### config.mk
export PLATFORM = sky130hd
export DESIGN_NAME = cfgSpiSlave
export DESIGN_NICKNAME = d
export VERILOG_FILES = /design/src/rtl/cfgSpiPkg.sv /design/src/rtl/cfgSpiSync.sv /design/src/rtl/cfgSpiCtrl.sv /design/src/rtl/cfgSpiData.sv /design/src/rtl/cfgSpiSlave.sv
export SDC_FILE = /design/constraint.sdc
export NUM_CORES = 1
export LEC_CHECK = 0
export BUFFER_PORTS_ARGS = -buffer_cell sky130_fd_sc_hd__buf_4
export CAP_MARGIN = 0
export CORE_MARGIN = 5
export CORE_UTILIZATION = 30
export CTS_CLUSTER_DIAMETER = 80
export DETAILED_ROUTE_END_ITERATION = 16
export GPL_ROUTABILITY_DRIVEN = 0
export SETUP_SLACK_MARGIN = 0.5
export SLEW_MARGIN = 40
export SYNTH_ARGS = -nofsm -noshare
export SYNTH_HDL_FRONTEND = slang
export SYNTH_SLANG_ARGS = --single-unit
### constraint.sdc
create_clock -name clk -period 3.6 [get_ports clk]
set_input_delay 0.72 -clock clk [delete_from_list [all_inputs] [get_ports clk]]
set_output_delay 0.72 -clock clk [all_outputs]
set_load 0.05 [all_outputs]
### src/rtl/cfgSpiPkg.sv
package cfgSpiPkg;

  // Instruction byte fields, as assembled (independent of wire order)
  localparam int INSTR_RW_BIT  = 7;
  localparam int INSTR_CNT_HI  = 6;
  localparam int INSTR_CNT_LO  = 5;
  localparam int INSTR_CNT_W   = INSTR_CNT_HI - INSTR_CNT_LO + 1;
  localparam int INSTR_ADDR_W  = INSTR_CNT_LO;

  // Framing control bits inside register 0
  localparam int MODE_LSB_BIT   = 6;
  localparam int MODE_BIDIR_BIT = 7;

  // Strobes from the control FSM to the datapath
  typedef struct packed {
    logic frameStart;   // chip select just became active
    logic bitIn;        // take one serial bit
    logic instrDone;    // the bit just taken completes the instruction
    logic dataDone;     // the bit just taken completes a counted data byte
    logic bitOut;       // launch the next read bit
  } cfgStrobe_t;

  typedef enum logic [1:0] {
    ST_IDLE,
    ST_INSTR,
    ST_DATA,
    ST_DONE
  } cfgState_e;

endpackage

### src/rtl/cfgSpiSync.sv
module cfgSpiSync #(
  parameter int STAGES = 2,
  parameter int WIDTH = 3,
  parameter logic [WIDTH-1:0] RESET_VAL = '0
) (
  input  logic             clk,
  input  logic             rstN,
  input  logic [WIDTH-1:0] asyncIn,
  output logic [WIDTH-1:0] syncOut
);

  logic [WIDTH-1:0] chain [STAGES];

  for (genvar s = 0; s < STAGES; s++) begin : g_stage
    if (s == 0) begin : g_first
      always_ff @(posedge clk or negedge rstN) begin
        if (!rstN) chain[s] <= RESET_VAL;
        else       chain[s] <= asyncIn;
      end
    end else begin : g_next
      always_ff @(posedge clk or negedge rstN) begin
        if (!rstN) chain[s] <= RESET_VAL;
        else       chain[s] <= chain[s-1];
      end
    end
  end

  assign syncOut = chain[STAGES-1];

endmodule

### src/rtl/cfgSpiCtrl.sv
module cfgSpiCtrl
  import cfgSpiPkg::*;
(
  input  logic                   clk,
  input  logic                   rstN,
  input  logic                   csAct,
  input  logic                   sclkS,
  input  logic                   instrRead,
  input  logic [INSTR_CNT_W-1:0] instrCnt,
  output cfgStrobe_t             strb,
  output logic                   readPhase
);

  cfgState_e              state;
  logic                   sclkPrev;
  logic                   csPrev;
  logic [2:0]             bitCnt;
  logic [INSTR_CNT_W-1:0] bytesLeft;
  logic                   rdMode;

  logic riseDet, fallDet, lastBit, shifting;

  always_comb begin
    riseDet  = sclkS && !sclkPrev;
    fallDet  = !sclkS && sclkPrev;
    lastBit  = (bitCnt == 3'd7);
    shifting = csAct && (state == ST_INSTR || state == ST_DATA);

    strb.frameStart = csAct && !csPrev;
    strb.bitIn      = shifting && riseDet;
    strb.instrDone  = strb.bitIn && lastBit && (state == ST_INSTR);
    strb.dataDone   = strb.bitIn && lastBit && (state == ST_DATA);
    strb.bitOut     = csAct && fallDet && (state == ST_DATA) && rdMode;
  end

  always_ff @(posedge clk or negedge rstN) begin
    if (!rstN) begin
      sclkPrev <= 1'b0;
      csPrev   <= 1'b0;
    end else begin
      sclkPrev <= sclkS;
      csPrev   <= csAct;
    end
  end

  always_ff @(posedge clk or negedge rstN) begin
    if (!rstN) begin
      state     <= ST_IDLE;
      bitCnt    <= '0;
      bytesLeft <= '0;
      rdMode    <= 1'b0;
    end else if (!csAct) begin
      state  <= ST_IDLE;
      bitCnt <= '0;
      rdMode <= 1'b0;
    end else begin
      case (state)
        ST_IDLE: begin
          state  <= ST_INSTR;
          bitCnt <= '0;
        end
        ST_INSTR: begin
          if (strb.bitIn) begin
            bitCnt <= bitCnt + 3'd1;
            if (lastBit) begin
              state     <= ST_DATA;
              bytesLeft <= instrCnt;
              rdMode    <= instrRead;
            end
          end
        end
        ST_DATA: begin
          if (strb.bitIn) begin
            bitCnt <= bitCnt + 3'd1;
            if (lastBit) begin
              if (bytesLeft == '0) begin
                state  <= ST_DONE;
                rdMode <= 1'b0;
              end else begin
                bytesLeft <= bytesLeft - 1'b1;
              end
            end
          end
        end
        default: state <= ST_DONE;
      endcase
    end
  end

  assign readPhase = rdMode;

endmodule

### src/rtl/cfgSpiData.sv
module cfgSpiData
  import cfgSpiPkg::*;
#(
  parameter int ADDR_W = 5,
  localparam int NREG = 1 << ADDR_W
) (
  input  logic                   clk,
  input  logic                   rstN,
  input  cfgStrobe_t             strb,
  input  logic                   sdiS,
  output logic                   instrRead,
  output logic [INSTR_CNT_W-1:0] instrCnt,
  output logic                   outBit,
  output logic                   lsbMode,
  output logic                   bidirMode,
  output logic [NREG*8-1:0]      regFlat
);

  logic [7:0]        regs [NREG];
  logic [7:0]        shReg;
  logic [7:0]        shNext;
  logic [7:0]        readSh;
  logic [ADDR_W-1:0] addr;
  logic [ADDR_W-1:0] nextAddr;
  logic [ADDR_W-1:0] startAddr;
  logic              isWrite;

  always_comb begin
    shNext    = lsbMode ? {sdiS, shReg[7:1]} : {shReg[6:0], sdiS};
    instrRead = shNext[INSTR_RW_BIT];
    instrCnt  = shNext[INSTR_CNT_HI:INSTR_CNT_LO];
    startAddr = shNext[ADDR_W-1:0];
    nextAddr  = lsbMode ? addr + 1'b1 : addr - 1'b1;
  end

  // Input shift register and framing capture
  always_ff @(posedge clk or negedge rstN) begin
    if (!rstN) begin
      shReg     <= '0;
      lsbMode   <= 1'b0;
      bidirMode <= 1'b0;
    end else if (strb.frameStart) begin
      shReg     <= '0;
      lsbMode   <= regs[0][MODE_LSB_BIT];
      bidirMode <= regs[0][MODE_BIDIR_BIT];
    end else if (strb.bitIn) begin
      shReg <= shNext;
    end
  end

  // Address pointer and access direction
  always_ff @(posedge clk or negedge rstN) begin
    if (!rstN) begin
      addr    <= '0;
      isWrite <= 1'b0;
    end else if (strb.instrDone) begin
      addr    <= startAddr;
      isWrite <= !shNext[INSTR_RW_BIT];
    end else if (strb.dataDone) begin
      addr <= nextAddr;
    end
  end

  // Register bank
  always_ff @(posedge clk or negedge rstN) begin
    if (!rstN) begin
      for (int i = 0; i < NREG; i++) regs[i] <= '0;
    end else if (strb.dataDone && isWrite) begin
      regs[addr] <= shNext;
    end
  end

  // Read shifter: loaded at byte boundaries, drained on falling edges
  always_ff @(posedge clk or negedge rstN) begin
    if (!rstN) begin
      readSh <= '0;
      outBit <= 1'b0;
    end else if (strb.frameStart) begin
      readSh <= '0;
      outBit <= 1'b0;
    end else if (strb.instrDone) begin
      readSh <= regs[startAddr];
    end else if (strb.dataDone) begin
      readSh <= regs[nextAddr];
    end else if (strb.bitOut) begin
      if (lsbMode) begin
        outBit <= readSh[0];
        readSh <= {1'b0, readSh[7:1]};
      end else begin
        outBit <= readSh[7];
        readSh <= {readSh[6:0], 1'b0};
      end
    end
  end

  for (genvar g = 0; g < NREG; g++) begin : g_flat
    assign regFlat[g*8 +: 8] = regs[g];
  end

endmodule

### src/rtl/cfgSpiSlave.sv
module cfgSpiSlave
  import cfgSpiPkg::*;
#(
  parameter int ADDR_W = 5,
  parameter int SYNC_STAGES = 2,
  localparam int NREG = 1 << ADDR_W
) (
  input  logic              clk,
  input  logic              rstN,
  input  logic              csN,
  input  logic              sclk,
  input  logic              sdioIn,
  output logic              sdioOut,
  output logic              sdioOe,
  output logic              sdoOut,
  output logic              sdoOe,
  output logic [NREG*8-1:0] regFile
);

  logic [2:0]             syncd;
  logic                   csAct, sclkS, sdiS;
  cfgStrobe_t             strb;
  logic                   instrRead;
  logic [INSTR_CNT_W-1:0] instrCnt;
  logic                   outBit, lsbMode, bidirMode, readPhase;
  logic                   bitOutStb, frameStartStb;

  cfgSpiSync #(
    .STAGES(SYNC_STAGES),
    .WIDTH(3),
    .RESET_VAL(3'b100)
  ) u_sync (
    .clk(clk),
    .rstN(rstN),
    .asyncIn({csN, sclk, sdioIn}),
    .syncOut(syncd)
  );

  assign csAct = !syncd[2];
  assign sclkS = syncd[1];
  assign sdiS  = syncd[0];

  cfgSpiCtrl u_ctrl (
    .clk(clk),
    .rstN(rstN),
    .csAct(csAct),
    .sclkS(sclkS),
    .instrRead(instrRead),
    .instrCnt(instrCnt),
    .strb(strb),
    .readPhase(readPhase)
  );

  cfgSpiData #(.ADDR_W(ADDR_W)) u_data (
    .clk(clk),
    .rstN(rstN),
    .strb(strb),
    .sdiS(sdiS),
    .instrRead(instrRead),
    .instrCnt(instrCnt),
    .outBit(outBit),
    .lsbMode(lsbMode),
    .bidirMode(bidirMode),
    .regFlat(regFile)
  );

  assign bitOutStb     = strb.bitOut;
  assign frameStartStb = strb.frameStart;

  assign sdioOut = bidirMode ? outBit : 1'b0;
  assign sdoOut  = bidirMode ? 1'b0 : outBit;
  assign sdioOe  = bidirMode && readPhase;
  assign sdoOe   = !bidirMode && readPhase;

endmodule

==> reports/metrics.yaml <==
clock_tree:
  cts.sinks: 297
  cts-buffers-inserted: 36
  htree_levels: 2
  path_clk_slew_ps: 60
  cts_tree: "done"
  worstSkewPairLatency_ps: 550
  clockRootBuffer: "sky130_fd_sc_hd__clkbuf_16"
  cts_max_path_buffers: 3
route:
  drcViolationCount: 0
  drt-total-wl_mm: 65.8
  dr.max_layer_used: "met4"
  routed-via-count: 14600
  routed_via_density: 5.75
  routed-wl-met3_mm: 6.36
  initialDrtViolationCount: 1951
  route.detailed.wl_per_inst_um: 25.8
  drt_pre_antenna_iters: 6
  wl_met2_mm: 31.2
  number_of_nets_with_antenna_violations_after_detailed_routing: 0
  sum_of_routed_wire_segments_on_met1_mm: 25.3
critical_path:
  worst-path-max-fanout: 7
  crit_family: "multiplexers"
  critPathRequiredTime_ps: 4040
  r2r-start: "u_data.lsbMode"
  worst-endpoint-arrival_ps: 3540
  path_depth: 9
  critPathLaunchType: "flop"
  critical_path.max_stage_delay_ps: 530
  timing.critical_path.buf_inv: 2
  critical_path.slowest_cell: "sky130_fd_sc_hd__mux4_2"
  setup.worst_path.end_class: "flop"
  r2r_setup_slack_ps: 500
  reg2reg_to: "u_data.readSh[5]"
  worst-r2r-cell-count: 9
  critical_path.cell_chain: "fa_2 -> xnor2_4 -> buf_12 -> buf_12 -> mux4_2 -> mux4_2 -> a22oi_1 -> o211ai_1 -> a22o_1"
  critical_path_class: "flop to flop"
finish:
  area_delta_synth_final_pct: 29.3
  nets: 1857
  stdcell_count: 2545
  layout.core_utilization: 0.393
  drive_above_1_share: 0.293
die:
  placeableCoreArea_sq_mm: 0.0514
  row_count: 83
  die_w_um: 238
  io_pins: 265
  die_y_um: 238
  die_area_sq_mm: 0.0567
  starting_density: 0.304
job:
  cap_viol_max_count: 0
synth:
  synth.largest_area_cell: "sky130_fd_sc_hd__dfrtp_1"
  edff_count_synth: 0
  yosys.cell_types.count: 56
  yosysSeqAreaShare: 0.476
  mappedNetlistNets: 1578
  synth_seq_cells: 297
  count_of_warnings_emitted_by_yosys: 0
  synth_top_cell_area_share: 0.473
  postSynthAreaPerCell_sq_um: 10.0
  synth_async_sr_flop_share: 1.00
  synth.cell_area_sq_mm: 0.0156
  main_flop_type_after_synthesis: "sky130_fd_sc_hd__dfrtp_1"
  most_area_consuming_cells_after_synthesis: "sky130_fd_sc_hd__dfrtp_1 (47%), sky130_fd_sc_hd__mux4_2 (14%), sky130_fd_sc_hd__a21oi_1 (7.0%)"
  postSynthCellCount: 1561
timing:
  clock-skew-final_ps: 19.1
  period_share: 0.861
  fmaxAchievable_mhz: 323
  timing.max_slew.rel_slack: 0.426
  fin_setup_tns_ps: 0
  final_count_of_negative_setup_slack_endpoints: 0
  period_needed_ps: 3100
  tightest_slew_ps: 858
  timing_hold_violations_final: 0
  drv_slew: 0
  unrepaired_setup_endpoints_after_global_routing: "true"
  fin_worst_hold_slack_ps: 110
status:
  run_status: "completed"
grt:
  gr-total-overflow: 0
  initial_antenna_violation_count: 2
  global_route_wire_length_before_repair_mm: 96.1
  grt.total_usage: 0.223
  grt_start_max_net_pins: 108
  via_count_of_the_first_global_routing_pass: 13900
power:
  power.static_leakage_nw: 8.97
  p_per_area_mw_per_mm2: 389
  post-layout-total-power_mw: 7.85
  irDropWorstVdd_v: 0.000246
place:
  port_buffers: 264
  placed_instances: 2472
  detailed_place_hpwl_mm: 48.7
worst_hold_path:
  worstHoldPathType: "input pin to asynchronous set/reset pin"
-- final cells by class --
class                      instances  area, sq um
clock buffer                      44          952
sequential                       297         7440
timing repair buffer             358         2830
antenna                            1         2.50
fill                            4979        31200
clock inverter                    18          303
inverter                          12         47.5
tap                              680          851
multi-input combinational       1135         7760
-- power breakdown --
group	leakage (nW)	internal [mW]	switching (mW)
Clock	0.615	2.46	1.48
Sequential	4.13	3.36	0.0209
Combinational	4.23	0.161	0.366
-- worst max-delay path by stage --
| stage | slack, ps | endpoint | from |
|---|---|---|---|
| after floorplan | 500 | u_data.readSh[6] | u_data.addr[0] |
| after global placement | 520 | u_data.readSh[5] | u_data.lsbMode |
| after detailed placement | 480 | u_data.readSh[5] | u_data.lsbMode |
| after CTS | 510 | u_data.regFlat[81] | u_ctrl.state[0] |
| after global routing | 400 | u_data.readSh[5] | u_data.lsbMode |
| final | 500 | u_data.readSh[5] | u_data.lsbMode |
-- metal layers --
layer	up-vias	global-route usage
met2	1009	0.364
met1	7226	0.296
li1	6203	-
met4	0	0.0835
met5	-	0
met3	188	0.0466
-- sequential cells by signal, summed over array words and instances (netlist names) --
signal / count
u_ctrl.readPhase: 1
u_data.isWrite: 1
u_data.lsbMode: 1
u_sync.chain: 3
u_ctrl.sclkPrev: 1
u_sync.syncOut: 3
u_data.readSh: 8
u_data.regFlat: 256
u_ctrl.state: 2
u_data.bidirMode: 1
u_data.shReg: 8
u_data.addr: 5
u_data.outBit: 1
u_ctrl.bitCnt: 3
u_ctrl.bytesLeft: 2
u_ctrl.csPrev: 1
-- synthesized netlist by cell type (3+ instances only) --
cell type and count:
sky130_fd_sc_hd__buf_2 46, sky130_fd_sc_hd__nor2_1 238, sky130_fd_sc_hd__mux4_2 94, sky130_fd_sc_hd__ha_1 11
sky130_fd_sc_hd__o41ai_1 4, sky130_fd_sc_hd__a211oi_1 4, sky130_fd_sc_hd__nor3_1 6, sky130_fd_sc_hd__dfrtp_1 295
sky130_fd_sc_hd__nand2b_1 9, sky130_fd_sc_hd__inv_1 12, sky130_fd_sc_hd__a311oi_1 19, sky130_fd_sc_hd__xnor2_1 6
sky130_fd_sc_hd__and2_1 6, sky130_fd_sc_hd__mux2_2 9, sky130_fd_sc_hd__nor3b_1 7, sky130_fd_sc_hd__a32oi_1 3
sky130_fd_sc_hd__nor2b_1 4, sky130_fd_sc_hd__a21oi_1 217, sky130_fd_sc_hd__clkbuf_1 61, sky130_fd_sc_hd__a22oi_1 11
sky130_fd_sc_hd__or3_1 3, sky130_fd_sc_hd__a221oi_1 8, sky130_fd_sc_hd__nand4_1 7, sky130_fd_sc_hd__a32o_1 9
sky130_fd_sc_hd__o211ai_1 5, sky130_fd_sc_hd__buf_4 7, sky130_fd_sc_hd__o22ai_1 9, sky130_fd_sc_hd__nand3_1 33
sky130_fd_sc_hd__o21ai_1 4, sky130_fd_sc_hd__mux2i_1 53, sky130_fd_sc_hd__a22o_1 6, sky130_fd_sc_hd__nor4_1 5
sky130_fd_sc_hd__and3_1 14, sky130_fd_sc_hd__nand2_1 220, sky130_fd_sc_hd__a31oi_1 4, sky130_fd_sc_hd__o21ai_0 87
-- placed cells by master, fill, tap and decap left out, types with 3 or more instances in the layout --
cell	netlist	layout
sky130_fd_sc_hd__a211oi_1	4	4
sky130_fd_sc_hd__a21oi_1	217	215
sky130_fd_sc_hd__a221oi_1	8	8
sky130_fd_sc_hd__a22o_1	6	6
sky130_fd_sc_hd__a22oi_1	11	9
sky130_fd_sc_hd__a311oi_1	19	19
sky130_fd_sc_hd__a31oi_1	4	4
sky130_fd_sc_hd__a32o_1	9	9
sky130_fd_sc_hd__a32oi_1	3	3
sky130_fd_sc_hd__and2_1	6	5
sky130_fd_sc_hd__and3_1	14	14
sky130_fd_sc_hd__buf_12	0	7
sky130_fd_sc_hd__buf_4	7	347
sky130_fd_sc_hd__bufinv_16	0	8
sky130_fd_sc_hd__clkbuf_1	61	7
sky130_fd_sc_hd__clkbuf_16	0	37
sky130_fd_sc_hd__clkinv_2	0	7
sky130_fd_sc_hd__dfrtp_1	295	293
sky130_fd_sc_hd__ha_1	11	9
sky130_fd_sc_hd__inv_1	12	10
sky130_fd_sc_hd__mux2_2	9	8
sky130_fd_sc_hd__mux2i_1	53	48
sky130_fd_sc_hd__mux2i_4	0	5
sky130_fd_sc_hd__mux4_2	94	94
sky130_fd_sc_hd__nand2_1	220	218
sky130_fd_sc_hd__nand2b_1	9	9
sky130_fd_sc_hd__nand3_1	33	33
sky130_fd_sc_hd__nand4_1	7	7
sky130_fd_sc_hd__nor2_1	238	237
sky130_fd_sc_hd__nor2b_1	4	4
sky130_fd_sc_hd__nor3_1	6	6
sky130_fd_sc_hd__nor3b_1	7	7
sky130_fd_sc_hd__nor4_1	5	3
sky130_fd_sc_hd__o211ai_1	5	5
sky130_fd_sc_hd__o21ai_0	87	87
sky130_fd_sc_hd__o21ai_1	4	3
sky130_fd_sc_hd__o22ai_1	9	9
sky130_fd_sc_hd__o41ai_1	4	4
sky130_fd_sc_hd__or3_1	3	3
sky130_fd_sc_hd__xnor2_1	6	5
-- stage by stage --
step | setup slack (ps) | instance area (sq um)
3_3_place_gp | 520 | 18700
5_1_grt | 405 | 20200
3_5_place_dp | 479 | 18700
2_1_floorplan | 500 | 15700
4_1_cts | 505 | 20100
6_report | 499 | 20200
-- repair_timing --
item	in CTS	in global routing
setup endpoints to repair	4	70
buffers inserted	1	7
cloned	2	0
pin swaps	1	5
hold buffers	0	0
resized for setup	4	11
-- cell families (layout without fill, tap and decap cells) --
family	after synthesis	after routing	synth area share
flops	297	297	0.476
simple gates	560	560	0.149
fa+ha+maj	12	12	0.0101
xor+xnor	7	7	0.00441
compound gates	400	400	0.147
buf+inv	129	432	0.0369
mux	156	156	0.176
other cells	0	1	0
-- worst reg2reg max path, delay by kind of cell (launching register included) --
kind,cells,cell delay [ps]
adders and majority gates,1,460
buffers and inverters,2,290
DFF,1,460
muxes,2,1040
AOI/OAI and AO/OA,3,520
xor gates and xnor gates,1,200
Note: power is estimated with default switching activity, not from simulation.
